[config.mk]
export PLATFORM = sky130hd
export DESIGN_NAME = dram_page_ctrl
export DESIGN_NICKNAME = d
export VERILOG_FILES = /design/src/rtl/dpc_pkg.sv /design/src/rtl/dpc_row_mux.sv /design/src/rtl/dpc_seq.sv /design/src/rtl/dram_page_ctrl.sv
export SDC_FILE = /design/constraint.sdc
export NUM_CORES = 1
export LEC_CHECK = 0
export ABC_AREA = 1
export BUFFER_PORTS_ARGS = -buffer_cell sky130_fd_sc_hd__buf_2
export CORE_MARGIN = 2
export CORE_UTILIZATION = 45
export CTS_CLUSTER_SIZE = 20
export DETAILED_ROUTE_END_ITERATION = 7
export GPL_TIMING_DRIVEN = 0
export PLACE_DENSITY_LB_ADDON = 0.3
export SLEW_MARGIN = 0
export SYNTH_ARGS = -nofsm -noshare
export SYNTH_HDL_FRONTEND = slang
export SYNTH_SLANG_ARGS = --single-unit
[constraint.sdc]
create_clock -name clk -period 3.08 [get_ports clk]
set_input_delay 0.462 -clock clk [delete_from_list [all_inputs] [get_ports clk]]
set_output_delay 0.462 -clock clk [all_outputs]
set_load 0.005 [all_outputs]
[src/rtl/dpc_pkg.sv]
package dpc_pkg;

  typedef enum logic [3:0] {
    ST_IDLE  = 4'd0,
    ST_RF1   = 4'd1,
    ST_RF2   = 4'd2,
    ST_RF3   = 4'd3,
    ST_RF4   = 4'd4,
    ST_RF5   = 4'd5,
    ST_RF6   = 4'd6,
    ST_RF7   = 4'd7,
    ST_NR0   = 4'd8,
    ST_NR1   = 4'd9,
    ST_NR2   = 4'd10,
    ST_NR3   = 4'd11,
    ST_OPEN  = 4'd12,
    ST_WAIT  = 4'd13,
    ST_HOLD  = 4'd14,
    ST_DROP  = 4'd15
  } ctl_state_e;

  typedef struct packed {
    logic ras_n;
    logic cas_n;
    logic we_n;
    logic ack;
    logic done;
  } strobe_t;

  localparam strobe_t STROBE_QUIET = '{ras_n: 1'b1, cas_n: 1'b1, we_n: 1'b1,
                                       ack: 1'b0, done: 1'b0};

  function automatic logic in_row_phase(ctl_state_e s);
    return (s == ST_NR0) || (s == ST_NR1) || (s == ST_NR2) || (s == ST_NR3);
  endfunction

endpackage

[src/rtl/dpc_row_mux.sv]
module dpc_row_mux #(
  parameter int ROW_W = 11,
  parameter int COL_W = 11,
  localparam int ADDR_W = ROW_W + COL_W
) (
  input  logic              clk,
  input  logic              rst_n,
  input  logic              row_phase,
  input  logic [ADDR_W-1:0] addr,
  output logic              row_sel,
  output logic [COL_W-1:0]  dram_addr
);

  // Falling-edge register: select settles half a cycle before RAS moves.
  always_ff @(negedge clk or negedge rst_n) begin
    if (!rst_n) row_sel <= 1'b0;
    else        row_sel <= row_phase;
  end

  for (genvar i = 0; i < COL_W; i++) begin : g_bit
    if (i < ROW_W) begin : g_mux
      assign dram_addr[i] = row_sel ? addr[COL_W + i] : addr[i];
    end else begin : g_colonly
      assign dram_addr[i] = row_sel ? 1'b0 : addr[i];
    end
  end

endmodule

[src/rtl/dpc_seq.sv]
module dpc_seq
  import dpc_pkg::*;
(
  input  logic clk,
  input  logic rst_n,
  input  logic mem_sel,
  input  logic rd_req,
  input  logic wr_req,
  input  logic page_chg,
  input  logic rfsh_req,
  output logic row_phase,
  output logic ras_n,
  output logic cas_n,
  output logic we_n,
  output logic ack,
  output logic rfsh_done
);

  ctl_state_e st_q, st_d;
  strobe_t    out_q, out_d;

  always_comb begin
    st_d  = st_q;
    out_d = STROBE_QUIET;
    unique case (st_q)
      ST_IDLE: begin
        if (rfsh_req)     st_d = ST_RF1;
        else if (mem_sel) st_d = ST_NR0;
      end
      ST_RF1: st_d = ST_RF2;
      ST_RF2: begin st_d = ST_RF3; out_d.cas_n = 1'b0; end
      ST_RF3: begin st_d = ST_RF4; out_d.cas_n = 1'b0; out_d.ras_n = 1'b0; end
      ST_RF4: begin st_d = ST_RF5; out_d.ras_n = 1'b0; end
      ST_RF5: begin st_d = ST_RF6; out_d.ras_n = 1'b0; end
      ST_RF6: begin st_d = ST_RF7; out_d.ras_n = 1'b0; out_d.done = 1'b1; end
      ST_RF7: st_d = mem_sel ? ST_NR0 : ST_IDLE;
      ST_NR0: st_d = ST_NR1;
      ST_NR1: st_d = ST_NR2;
      ST_NR2: begin st_d = ST_NR3;  out_d.ras_n = 1'b0; end
      ST_NR3: begin st_d = ST_OPEN; out_d.ras_n = 1'b0; end
      ST_OPEN: begin
        if (rd_req) begin
          st_d = ST_HOLD; out_d.ras_n = 1'b0; out_d.cas_n = 1'b0;
        end else if (wr_req) begin
          st_d = ST_HOLD; out_d.ras_n = 1'b0; out_d.cas_n = 1'b0; out_d.we_n = 1'b0;
        end else begin
          st_d = ST_IDLE;
        end
      end
      ST_WAIT: begin
        if (rfsh_req) begin
          st_d = ST_RF1;
        end else if (mem_sel && page_chg) begin
          st_d = ST_NR0;
        end else if (mem_sel && rd_req) begin
          st_d = ST_HOLD; out_d.ras_n = 1'b0; out_d.cas_n = 1'b0;
        end else if (mem_sel && wr_req) begin
          st_d = ST_HOLD; out_d.ras_n = 1'b0; out_d.cas_n = 1'b0; out_d.we_n = 1'b0;
        end else begin
          out_d.ras_n = 1'b0;
        end
      end
      ST_HOLD: begin
        if (rd_req || wr_req) begin
          st_d = ST_DROP; out_d.ras_n = 1'b0; out_d.ack = 1'b1;
        end else begin
          st_d = ST_IDLE;
        end
      end
      ST_DROP: begin st_d = ST_WAIT; out_d.ras_n = 1'b0; end
      default: st_d = ST_IDLE;
    endcase
  end

  always_ff @(posedge clk or negedge rst_n) begin
    if (!rst_n) begin
      st_q  <= ST_IDLE;
      out_q <= STROBE_QUIET;
    end else begin
      st_q  <= st_d;
      out_q <= out_d;
    end
  end

  assign row_phase = in_row_phase(st_q);
  assign ras_n     = out_q.ras_n;
  assign cas_n     = out_q.cas_n;
  assign we_n      = out_q.we_n;
  assign ack       = out_q.ack;
  assign rfsh_done = out_q.done;

  assert_cas_after_ras_R11: assert property (@(posedge clk) disable iff (!rst_n)
    ($fell(cas_n) && !ras_n) |-> $past(!ras_n));
  assert_done_pulse_R11: assert property (@(posedge clk) disable iff (!rst_n)
    rfsh_done |=> !rfsh_done);
  assert_done_shape_R3: assert property (@(posedge clk) disable iff (!rst_n)
    rfsh_done |-> (!ras_n && cas_n && $past(!ras_n)));
  assert_ack_single_R8: assert property (@(posedge clk) disable iff (!rst_n)
    ack |=> !ack);
  assert_ack_shape_R8: assert property (@(posedge clk) disable iff (!rst_n)
    ack |-> (cas_n && !ras_n && $past(!cas_n)));
  assert_we_with_cas_R7: assert property (@(posedge clk) disable iff (!rst_n)
    !we_n |-> !cas_n);

endmodule

[src/rtl/dram_page_ctrl.sv]
module dram_page_ctrl #(
  parameter int ROW_W = 11,
  parameter int COL_W = 11,
  localparam int ADDR_W = ROW_W + COL_W
) (
  input  logic              clk,
  input  logic              rst_n,
  input  logic              mem_sel,
  input  logic              rd_req,
  input  logic              wr_req,
  input  logic              page_chg,
  input  logic [ADDR_W-1:0] addr,
  input  logic              rfsh_req,
  output logic              ras_n,
  output logic              cas_n,
  output logic              we_n,
  output logic              row_sel,
  output logic [COL_W-1:0]  dram_addr,
  output logic              ack,
  output logic              rfsh_done
);

  logic row_phase;

  dpc_seq u_seq (
    .clk       (clk),
    .rst_n     (rst_n),
    .mem_sel   (mem_sel),
    .rd_req    (rd_req),
    .wr_req    (wr_req),
    .page_chg  (page_chg),
    .rfsh_req  (rfsh_req),
    .row_phase (row_phase),
    .ras_n     (ras_n),
    .cas_n     (cas_n),
    .we_n      (we_n),
    .ack       (ack),
    .rfsh_done (rfsh_done)
  );

  dpc_row_mux #(.ROW_W(ROW_W), .COL_W(COL_W)) u_mux (
    .clk       (clk),
    .rst_n     (rst_n),
    .row_phase (row_phase),
    .addr      (addr),
    .row_sel   (row_sel),
    .dram_addr (dram_addr)
  );

  // Row strobe falling with column strobe high is a row open: row half must be steered.
  assert_row_on_open_R5: assert property (@(posedge clk) disable iff (!rst_n)
    ($fell(ras_n) && cas_n) |-> row_sel);
  // Column strobe falling under an open row must see the column half.
  assert_col_on_cas_R5: assert property (@(posedge clk) disable iff (!rst_n)
    ($fell(cas_n) && !ras_n) |-> !row_sel);

endmodule

==> results.toml <==
[routing]
drt-initial-drc-count = 9
wl_per_cell_um = 13.6
firstDrtPassIters = 4
avgViaCountPerCell = 5.01
vias = 826
ant_nets = 0
wirelength_mm = 2.24
drc_errors = 0

[layout]
finalInstanceArea_sq_um = 1140
drive_above_1_share_pct = 49.7
syn_to_final_growth_pct = 55.2
multi_input_area_sq_um = 452
n_fill_cell = 125
num_antenna_cells = 0
nets = 179
ff_latch_area_sq_um = 254
instances_no_fill = 165

[grt]
grt_max_degree = 11
grt-ovfl-total = 0
grt_antenna_before_repair = 0
grt_usage_pct = 25.4
grt_pass1_wl_mm = 3.58
grt_pass1_vias = 816

[synthesis]
syn_area_sq_um = 737
avgSynthCellArea_sq_um = 7.52
yosys.area.top_type = "dfrtp_1"
synth.distinct_cells = 21
synth_top_area_share_pct = 20.4
synthTopCellsByArea = "dfrtp_1 20%, mux2_2 17%, nand2_1 12%, dfstp_2 11%, inv_1 8.1%"
ys_ff_latch = 10
syn-num-nets = 127
ys_seq_area_share_pct = 34.5
yosysWarnings = 0
syn_inst = 98

[power_and_ir_drop]
power.leakage_uw = 0.000672
powerDensity_nw_per_um2 = 793
p_sw_share_pct = 39.2
pwr-share-comb_pct = 60.4
internal_power_uw = 551
p_sw_uw = 355
p_clk_share_pct = 12.7
pwr-share-seq_pct = 26.9
finalPower_uw = 907
peakVddDrop_v = 0.000575

[setup_path]
crit_chain = "buf_4 -> mux2_2 -> buf_2"
cp.required_ns = 2.62
cpPeakStageDelay_ns = 0.47
slowest_stage = "dfrtn_1"
path_buf_inv = 2
path_delay_family = "flip-flops"
arrival_ns = 2.87
path_class = "reg -> out"
start_kind = "flip-flop"
critical_path.endpoint_type = "output pin"
cp_max_fo = 3

[timing]
finalHoldViolations = 0
finClkSkew_ns = 0.00746
slew_violations = 0
setup_violations = 11
setup_ws_ns = -0.251
tightest_slew_ns = 0.233
whs_ns = 0.0493
rsz0062_at_grt = "true"
relSlewSlack_pct = 84.5

[place]
routabilityCongestion = 0.891
io_buffers = 45
dp_hpwl_mm = 1.53
placedCellCount = 159
dp_slack_ns = -0.0574
place_area_sq_um = 982

[floorplanning]
design.portCount = 46
initial_core_util_pct = 48.4
core_sq_um = 1520
die_h_um = 44.5
dieArea_sq_um = 1980
die_w_um = 44.5
fp-row-count = 14

[clock_network]
cts_buffers = 3
insertion_delay_ns = 0.27
cts_sinks = 10
holdBufCountCts = 0
htree_levels = 1
cts_tree = "built"
root_buffer = "clkbuf_4"
cts_buffer_depth = 2
clk_pin_slew_ns = 0.06

[min_path]
hp-class = "in -> async"

[run_status]
violations = "setup timing"
status = "finished with violations"

[flow_run]
drv_cap = 0
## flip-flops by register name, summed over array words and instances, names as in the netlist
name and count:
u_mux.row_sel 1, u_seq.rfsh_done 1, u_seq.st_q 4, u_seq.ras_n 1, u_seq.cas_n 1, u_seq.we_n 1
u_seq.ack 1
## layout by cell type (no fill, tap or decap)
cell / n
o21ai_2: 1
or2_1: 1
nand2_4: 1
buf_2: 35
nor2_1: 9
o211ai_1: 1
clkbuf_4: 3
clkbuf_8: 1
nand3_2: 1
nand2_2: 2
dfrtn_1: 1
nand4_1: 1
buf_4: 1
buf_6: 12
mux2_2: 1
nor3_1: 1
nand3_1: 9
inv_1: 16
nand2_1: 24
dfrtp_1: 6
or2_2: 1
o21ai_0: 5
mux2_4: 10
clkinv_1: 1
nor2_4: 2
dfstp_2: 3
## power groups by stage
stage,Combinational [uW],Clock (uW),Sequential (uW)
2_1_floorplan,293,0,238
3_3_place_gp,413,0,239
3_5_place_dp,421,0,240
4_1_cts,538,119,241
5_1_grt,601,128,250
6_report,548,115,244
## per-layer routing
| metal | track usage, % | vias up | wire length, um |
|---|---|---|---|
| li1 | - | 413 | - |
| met1 | 27.0 | 370 | 837 |
| met2 | 46.7 | 37 | 1220 |
| met3 | 7.76 | 6 | 137 |
| met4 | 8.48 | 0 | 46 |
| met5 | 0 | - | 0 |
## kinds of logic (layout without fill, tap and decap cells)
logic type | after synthesis | count (layout) | share of synthesized area [%]
flip-flops | 10 | 10 | 34.5
buffers and inverters | 18 | 69 | 9.34
AND/OR/NAND/NOR | 52 | 52 | 33.8
AO/OA/AOI/OAI | 7 | 7 | 5.60
multiplexers | 11 | 11 | 16.8
## final timing paths
check	slack (ns)	endpoint	cells after the start	startpoint
hold reg to reg	0.55	u_seq.rfsh_done	1	u_seq.st_q[3]
setup / recovery	-0.25	dram_addr[7]	3	u_mux.row_sel
setup reg to reg	0.76	u_mux.row_sel	3	u_seq.st_q[2]
min in group clk	0.38	u_seq.we_n	2	wr_req
hold / removal	0.05	u_seq.ack	1	rst_n
max in group asynchronous	1.39	u_mux.row_sel	1	rst_n
## per-stage QoR
step           setup TNS, ns  utilization, %
2_1_floorplan              0               -
3_3_place_gp          -0.299            64.4
3_5_place_dp          -0.479            64.4
4_1_cts                -2.45            75.0
5_1_grt                -3.05            75.0
6_report               -2.66            75.0
## cells in the mapped netlist
master    count
nand4_1       1
or2_1         1
o21ai_2       1
nor2_4        2
mux2_2       11
dfrtn_1       1
or2_2         1
nand2_2       2
nor2_1        9
nand3_2       1
o211ai_1      1
clkinv_1      1
nand2_1      24
nor3_1        1
o21ai_0       5
nand2_4       1
dfrtp_1       6
buf_2         1
dfstp_2       3
nand3_1       9
inv_1        16
## layout make-up
class / count / share of cell area [%]
well taps: 16 / 1.75
inverters: 17 / 5.58
repair buffers: 47 / 26.8
flip-flops and latches: 10 / 22.2
plain buffers: 1 / 0.985
clock buffers: 4 / 3.17
multi-input cells: 70 / 39.5
## what timing repair did
item / in CTS / in global routing
cloned: 1 / 0
setup buffers: 1 / 0
endpoints found under the setup margin: 11 / 11
resized for setup: 24 / 0
Power figures use the tool's default switching activity.
